==> src/rtl/i2s_tx_pkg.sv <==
package i2s_tx_pkg;

    localparam int SAMPLE_W = 32;
    localparam int MAX_HALF = 64;
    localparam int IDX_W    = $clog2(MAX_HALF);
    localparam int WB_W     = $clog2(SAMPLE_W) + 2;
    localparam int HB_W     = IDX_W + 2;

    typedef enum logic [1:0] {
        ST_IDLE = 2'd0,
        ST_SYNC = 2'd1,
        ST_RUN  = 2'd2
    } tx_state_e;

    typedef struct packed {
        logic [1:0] word_len;
        logic [1:0] half_len;
        logic       rjust;
        logic       late_msb;
    } tx_cfg_t;

    typedef struct packed {
        logic [SAMPLE_W-1:0] left;
        logic [SAMPLE_W-1:0] right;
    } tx_pair_t;

    // Word length in bits for a code (code 3 behaves as 32)
    function automatic logic [WB_W-1:0] word_bits(input logic [1:0] code);
        logic [WB_W-1:0] r;
        case (code)
            2'd0:    r = WB_W'(16);
            2'd1:    r = WB_W'(24);
            default: r = WB_W'(32);
        endcase
        return r;
    endfunction

    // Half-frame length in bit periods for a code (code 3 behaves as 64)
    function automatic logic [HB_W-1:0] half_bits(input logic [1:0] code);
        logic [HB_W-1:0] r;
        case (code)
            2'd0:    r = HB_W'(16);
            2'd1:    r = HB_W'(32);
            default: r = HB_W'(64);
        endcase
        return r;
    endfunction

endpackage

==> src/rtl/i2s_tx_ctrl.sv <==
module i2s_tx_ctrl
    import i2s_tx_pkg::*;
(
    input  logic clk,
    input  logic rst_n,
    input  logic tx_en,
    input  logic bit_tick,
    input  logic frame_start,
    output logic load_frame,
    output logic emit,
    output logic blank
);

    tx_state_e state_q;
    tx_state_e state_d;

    // State register
    always_ff @(posedge clk) begin
        if (!rst_n) state_q <= ST_IDLE;
        else        state_q <= state_d;
    end

    // Transitions: arm, lock, drop
    always_comb begin
        state_d = state_q;
        unique case (state_q)
            ST_IDLE: if (tx_en) state_d = ST_SYNC;
            ST_SYNC: begin
                if (!tx_en)           state_d = ST_IDLE;
                else if (frame_start) state_d = ST_RUN;
            end
            ST_RUN:  if (!tx_en) state_d = ST_IDLE;
            default: state_d = ST_IDLE;
        endcase
    end

    // Outputs per state
    always_comb begin
        load_frame = 1'b0;
        emit       = 1'b0;
        unique case (state_q)
            ST_IDLE: begin
                load_frame = 1'b0;
                emit       = 1'b0;
            end
            ST_SYNC: begin
                load_frame = tx_en && frame_start;
                emit       = tx_en && frame_start && bit_tick;
            end
            ST_RUN: begin
                load_frame = tx_en && frame_start;
                emit       = tx_en && bit_tick;
            end
            default: begin
                load_frame = 1'b0;
                emit       = 1'b0;
            end
        endcase
        blank = !tx_en || (bit_tick && !emit);
    end

    p_off_idle_r12: assert property (@(posedge clk) disable iff (!rst_n)
        !tx_en |=> (state_q == ST_IDLE));

    p_run_entry_r8: assert property (@(posedge clk) disable iff (!rst_n)
        $rose(state_q == ST_RUN) |-> $past(frame_start));

endmodule

==> src/rtl/i2s_tx_pair_buf.sv <==
module i2s_tx_pair_buf
    import i2s_tx_pkg::*;
#(
    parameter int WORD_W = SAMPLE_W
)(
    input  logic              clk,
    input  logic              rst_n,
    input  logic              tx_en,
    input  logic              load_frame,
    input  logic              s_valid,
    input  logic [WORD_W-1:0] s_left,
    input  logic [WORD_W-1:0] s_right,
    output logic              s_ready,
    output logic [WORD_W-1:0] use_left,
    output logic [WORD_W-1:0] use_right,
    output logic              underrun
);

    logic [WORD_W-1:0] pend_l, pend_r, cur_l, cur_r;
    logic              pend_valid;

    assign s_ready = tx_en && !pend_valid;

    always_ff @(posedge clk) begin
        if (!rst_n || !tx_en) begin
            pend_l     <= '0;
            pend_r     <= '0;
            cur_l      <= '0;
            cur_r      <= '0;
            pend_valid <= 1'b0;
            underrun   <= 1'b0;
        end else begin
            if (load_frame) begin
                if (pend_valid) begin
                    cur_l      <= pend_l;
                    cur_r      <= pend_r;
                    pend_valid <= 1'b0;
                end else begin
                    underrun   <= 1'b1;
                end
            end
            if (s_valid && s_ready) begin
                pend_l     <= s_left;
                pend_r     <= s_right;
                pend_valid <= 1'b1;
            end
        end
    end

    // The pair of the frame starting now is visible in the same cycle
    always_comb begin
        if (load_frame && pend_valid) begin
            use_left  = pend_l;
            use_right = pend_r;
        end else begin
            use_left  = cur_l;
            use_right = cur_r;
        end
    end

    p_accept_r9: assert property (@(posedge clk) disable iff (!rst_n)
        (s_valid && s_ready) |=> pend_valid);

    p_sticky_r10: assert property (@(posedge clk) disable iff (!rst_n)
        (underrun && tx_en) |=> underrun);

    p_clear_off_r12: assert property (@(posedge clk) disable iff (!rst_n)
        !tx_en |=> !underrun);

endmodule

==> src/rtl/i2s_tx_slot_map.sv <==
module i2s_tx_slot_map
    import i2s_tx_pkg::*;
#(
    parameter int WORD_W = SAMPLE_W,
    parameter int IW     = IDX_W
)(
    input  tx_cfg_t           cfg,
    input  logic [WORD_W-1:0] word,
    input  logic [IW-1:0]     idx,
    output logic              bit_val
);

    localparam int SW = IW + 4;

    logic [WB_W-1:0]      wbits;
    logic [HB_W-1:0]      hbits;
    logic signed [SW-1:0] wb_s, hb_s, idx_s, start_s, sel_s;
    logic                 in_word;

    always_comb begin
        wbits = word_bits(cfg.word_len);
        hbits = half_bits(cfg.half_len);
        wb_s  = $signed(SW'(wbits));
        hb_s  = $signed(SW'(hbits));
        idx_s = $signed(SW'(idx));
        // First bit position of the word inside the half-frame
        if (cfg.rjust)         start_s = hb_s - wb_s;
        else if (cfg.late_msb) start_s = SW'(1);
        else                   start_s = '0;
        // Word bit number carried at this position
        sel_s   = wb_s - SW'(1) - (idx_s - start_s);
        in_word = (sel_s >= 0) && (sel_s < wb_s) && (idx_s < hb_s);
        bit_val = in_word ? word[sel_s[$clog2(WORD_W)-1:0]] : 1'b0;
    end

endmodule

==> src/rtl/i2s_tx_serializer.sv <==
module i2s_tx_serializer
    import i2s_tx_pkg::*;
#(
    parameter int SAMPLE_WIDTH = SAMPLE_W,
    parameter int IDX_WIDTH    = IDX_W
)(
    input  logic                    clk,
    input  logic                    rst_n,
    input  logic                    tx_en,
    input  logic                    bit_tick,
    input  logic                    frame_sel,
    input  logic [IDX_WIDTH-1:0]    bit_idx,
    input  logic [1:0]              cfg_word_len,
    input  logic [1:0]              cfg_half_len,
    input  logic                    cfg_rjust,
    input  logic                    cfg_i2s_dly,
    input  logic                    s_valid,
    output logic                    s_ready,
    input  logic [SAMPLE_WIDTH-1:0] s_left,
    input  logic [SAMPLE_WIDTH-1:0] s_right,
    output logic                    sd_out,
    output logic                    underrun
);

    logic                    frame_start, load_frame, emit, blank, bit_val;
    logic [SAMPLE_WIDTH-1:0] use_left, use_right, word;
    tx_cfg_t                 cfg_in, cfg_q, cfg_use;

    assign frame_start = bit_tick && !frame_sel && (bit_idx == '0);
    assign cfg_in      = '{word_len: cfg_word_len, half_len: cfg_half_len,
                           rjust: cfg_rjust, late_msb: cfg_i2s_dly};

    i2s_tx_ctrl u_ctrl (
        .clk         (clk),
        .rst_n       (rst_n),
        .tx_en       (tx_en),
        .bit_tick    (bit_tick),
        .frame_start (frame_start),
        .load_frame  (load_frame),
        .emit        (emit),
        .blank       (blank)
    );

    i2s_tx_pair_buf #(.WORD_W(SAMPLE_WIDTH)) u_buf (
        .clk        (clk),
        .rst_n      (rst_n),
        .tx_en      (tx_en),
        .load_frame (load_frame),
        .s_valid    (s_valid),
        .s_left     (s_left),
        .s_right    (s_right),
        .s_ready    (s_ready),
        .use_left   (use_left),
        .use_right  (use_right),
        .underrun   (underrun)
    );

    // Configuration snapshot taken at each frame start
    always_ff @(posedge clk) begin
        if (!rst_n)          cfg_q <= '0;
        else if (load_frame) cfg_q <= cfg_in;
    end

    assign cfg_use = load_frame ? cfg_in : cfg_q;
    assign word    = frame_sel ? use_right : use_left;

    i2s_tx_slot_map #(.WORD_W(SAMPLE_WIDTH), .IW(IDX_WIDTH)) u_map (
        .cfg     (cfg_use),
        .word    (word),
        .idx     (bit_idx),
        .bit_val (bit_val)
    );

    always_ff @(posedge clk) begin
        if (!rst_n)    sd_out <= 1'b0;
        else if (blank) sd_out <= 1'b0;
        else if (emit)  sd_out <= bit_val;
    end

    p_quiet_off_r12: assert property (@(posedge clk) disable iff (!rst_n)
        !tx_en |=> !sd_out);

    p_hold_between_r13: assert property (@(posedge clk) disable iff (!rst_n)
        (tx_en && !bit_tick) |=> $stable(sd_out));

endmodule

==> config.mk <==
export PLATFORM = sky130hd
export DESIGN_NAME = i2s_tx_serializer
export DESIGN_NICKNAME = d
export VERILOG_FILES = /design/src/rtl/i2s_tx_pkg.sv /design/src/rtl/i2s_tx_ctrl.sv /design/src/rtl/i2s_tx_pair_buf.sv /design/src/rtl/i2s_tx_slot_map.sv /design/src/rtl/i2s_tx_serializer.sv
export SDC_FILE = /design/constraint.sdc
export NUM_CORES = 1
export LEC_CHECK = 0
export BUFFER_PORTS_ARGS = -buffer_cell sky130_fd_sc_hd__buf_4
export CAP_MARGIN = 10
export CORE_MARGIN = 2
export CORE_UTILIZATION = 30
export CTS_CLUSTER_SIZE = 25
export DETAILED_ROUTE_END_ITERATION = 6
export PLACE_DENSITY = 0.56
export SYNTH_ARGS = -nofsm -noshare
export SYNTH_HDL_FRONTEND = slang
export SYNTH_SLANG_ARGS = --single-unit
==> constraint.sdc <==
create_clock -name clk -period 14.6 [get_ports clk]
set_clock_uncertainty 0.15 [all_clocks]
set_input_delay 1.46 -clock clk [delete_from_list [all_inputs] [get_ports clk]]
set_output_delay 1.46 -clock clk [all_outputs]
set_load 0.005 [all_outputs]
==> results.py <==
metrics = {
    "placed_design": {
        "port_buffers": 84,
        "gp_congestion": 0.848,
        "dpl.hpwl_mm": 11.6,
    },
    "cells_and_area": {
        "layout-drive-gt1-share_pct": 16.0,
        "final_net_count": 955,
        "syn2layout_area_growth_pct": 21.5,
        "layout_common_cells": "241 x nand2_1, 139 x dfxtp_1, 130 x a21oi_1",
        "diodes": 0,
        "mostFrequentLayoutCell": "nand2_1",
    },
    "worst_setup_path": {
        "crit_arrival_ns": 6.65,
        "critPathKind": "in2reg",
        "critPathLaunchType": "input port",
        "cp.required_ns": 14.78,
        "crit_path_top_delay_cell": "o21ai_0",
        "end_kind": "flip-flop",
        "max_stage_delay_ns": 0.86,
        "path_cells": "buf_4, nor4_4, nand4_1, o21ai_0, fa_1, nor2_1, fa_1, ha_1, xnor2_1, inv_1, ha_1, a21oi_1, nand4b_1, nor3_1, nor4b_1, nand4_1, o32ai_1",
        "regToRegSetupSlack_ns": 9.05,
        "cp_max_fo": 20,
    },
    "timing": {
        "tightestPinTransition_ns": 0.916,
        "rsz0062_at_grt": "no",
        "setup_viol": 0,
        "post-route-period-util_pct": 44.3,
        "fin_crit_ns": 6.46,
        "final.setup.tns_ns": 0,
        "slew_headroom_pct": 38.9,
        "slew_violations": 0,
        "timing.fmax_ghz": 0.155,
        "hold_viol": 0,
    },
    "floorplanning": {
        "num_io_pins": 85,
        "chipHeight_um": 148,
        "die-area_um2": 22000,
        "num_rows": 52,
        "initial_core_util_pct": 30.7,
        "die_w_um": 148,
        "coreArea_um2": 20400,
    },
    "power_and_ir_drop": {
        "powerDensity_nw_per_um2": 116,
        "finalPower_uw": 880,
        "peakVddDrop_mv": 0.0682,
        "power.leakage_nw": 2.88,
    },
    "route": {
        "drtIter0Drc": 321,
        "vias_per_cell": 4.76,
        "vias": 5405,
        "antenna_left": 0,
        "firstDrtPassIters": 5,
        "wl_mm": 16.6,
        "drc": 0,
        "wl_per_cell_um": 14.6,
    },
    "logic_synthesis": {
        "ys_ff_latch": 139,
        "yosys-top-cells-area": "dfxtp_1 44%, nand2_1 15%, a21oi_1 10%, ha_1 3.2%, mux2i_1 3.2%",
        "postSynthCellCount": 795,
        "yosysSeqAreaShare_pct": 44.5,
        "synth_area_per_cell_um2": 7.87,
        "synth_top_area_share_pct": 44.5,
        "synthFlopType": "dfxtp_1",
        "synth_cell_types": 58,
        "yosysTopAreaCell": "dfxtp_1",
        "synth_nets": 898,
        "yosys_warnings": 0,
        "synth_edf_count": 0,
        "async_flop_share_pct": 0,
        "netlist_area_um2": 6260,
    },
    "cts": {
        "cts_hold_buf": 0,
        "root_buffer": "clkbuf_16",
        "cts_made_buffers": 17,
        "clk_latency_ns": 0.42,
        "cts_setup_buffers": 0,
        "clock_path_buffers": 2,
        "cts.sink_count": 139,
        "clk_pin_slew_ns": 0.06,
        "cts_tree": "built",
        "htreeDepth": 4,
        "cts_resized": 0,
    },
    "global_routing": {
        "grtUsageMet3_pct": 3.87,
        "grt_pass1_wl_mm": 27.0,
        "grt_pass1_vias": 5212,
        "grt_use_met2_pct": 24.6,
        "antenna_found_initial": 0,
        "grt_max_degree": 88,
        "busiest_layer": "met2",
        "grt_overflow": 0,
        "grt_usage_pct": 15.7,
        "use_met1_pct": 21.4,
    },
    "min_path": {
        "hp-class": "reg2reg",
    },
    "status": {
        "status": "finished clean",
    },
    "flow_run": {
        "cap_violations": 0,
    },
}
[metrics by stage]
stage                     std cells  hold WS (ns)  area [µm²]  setup slack, ns  utilization [%]
after floorplan                 795         0.282        6260             8.90                -
after global placement         1103         0.292        7050             7.76             34.6
after detailed placement       1103         0.295        7050             7.66             34.6
after CTS                      1135         0.305        7610             8.08             37.3
after global routing           1135         0.327        7610             7.68             37.3
final                          1135         0.301        7610             8.14             37.3
[logic make-up (layout without fill, tap and decap cells)]
group | after synthesis | in the layout | synth area share, %
XOR/XNOR | 7 | 7 | 0.980
flip-flops | 139 | 139 | 44.5
buffers and inverters | 74 | 144 | 4.98
other | 1 | 1 | 0.0599
multiplexers | 24 | 24 | 3.92
AO/OA/AOI/OAI | 192 | 192 | 17.8
adder cells (fa/ha/maj) | 21 | 21 | 4.80
AND/OR/NAND/NOR | 337 | 337 | 23.0
[path summary, 6_finish.rpt]
path | startpoint | to | depth (start not counted)
setup / recovery | frame_sel | sd_out | 17
hold / removal | u_buf.pend_r[22] | u_buf.cur_r[22] | 2
setup reg to reg | u_ctrl.state_q[0] | sd_out | 17
hold reg to reg | u_buf.pend_r[22] | u_buf.cur_r[22] | 2
[sequential cells by signal, indices dropped and copies added (netlist names)]
name / flops
u_buf.pend_valid: 1
cfg_q: 6
u_buf.underrun: 1
u_buf.cur_r: 32
u_buf.pend_r: 32
sd_out: 1
u_ctrl.state_q: 2
u_buf.pend_l: 32
u_buf.cur_l: 32
[worst max-delay path: cells and delay by family]
family,cells,cell delay (ns)
simple gates,7,1.79
fa+ha+maj,4,1.54
compound gates,3,1.13
xor+xnor,1,0.41
buf+inv,2,0.31
[routing by layer]
layer / vias to the layer above / wire length [µm] / part of all wire [%]
met5: - / 0 / 0
met3: 16 / 674 / 4.1
met2: 95 / 7650 / 46
met1: 2512 / 8080 / 49
li1: 2782 / - / -
met4: 0 / 213 / 1.3
[area by class of cell]
type | count | area [µm²]
fillers | 2194 | 12800
well taps | 270 | 338
clock buffers | 19 | 433
inverters | 22 | 82.6
repair buffers | 90 | 676
clock inverters | 13 | 119
multi-input cells | 582 | 3180
flip-flops and latches | 139 | 2780
[cell usage after synthesis, types with 3 or more instances]
| master | count |
|---|---|
| ha_1 | 16 |
| nor2b_1 | 15 |
| mux2_2 | 4 |
| dfxtp_1 | 139 |
| buf_2 | 6 |
| nand2_1 | 243 |
| o211ai_1 | 3 |
| nor3_1 | 4 |
| buf_6 | 3 |
| a31oi_1 | 5 |
| fa_1 | 5 |
| inv_1 | 22 |
| a311oi_1 | 3 |
| a211oi_1 | 4 |
| nand3_1 | 6 |
| a311o_1 | 3 |
| o21ai_0 | 17 |
| nand4_1 | 5 |
| nand2b_1 | 5 |
| buf_1 | 3 |
| nor2_1 | 40 |
| and2_1 | 7 |
| xnor2_1 | 6 |
| a21oi_1 | 130 |
| and3_1 | 3 |
| mux2i_1 | 20 |
| clkbuf_1 | 39 |
| a31o_2 | 3 |
[where the power goes]
part | leakage (nW) | internal [mW] | switching (mW)
clock | 0.266 | 0.235 | 0.171
combinational | 1.50 | 0.0375 | 0.0497
sequential | 1.12 | 0.384 | 0.00295
total | 2.88 | 0.657 | 0.223
Power figures use the tool's default switching activity.
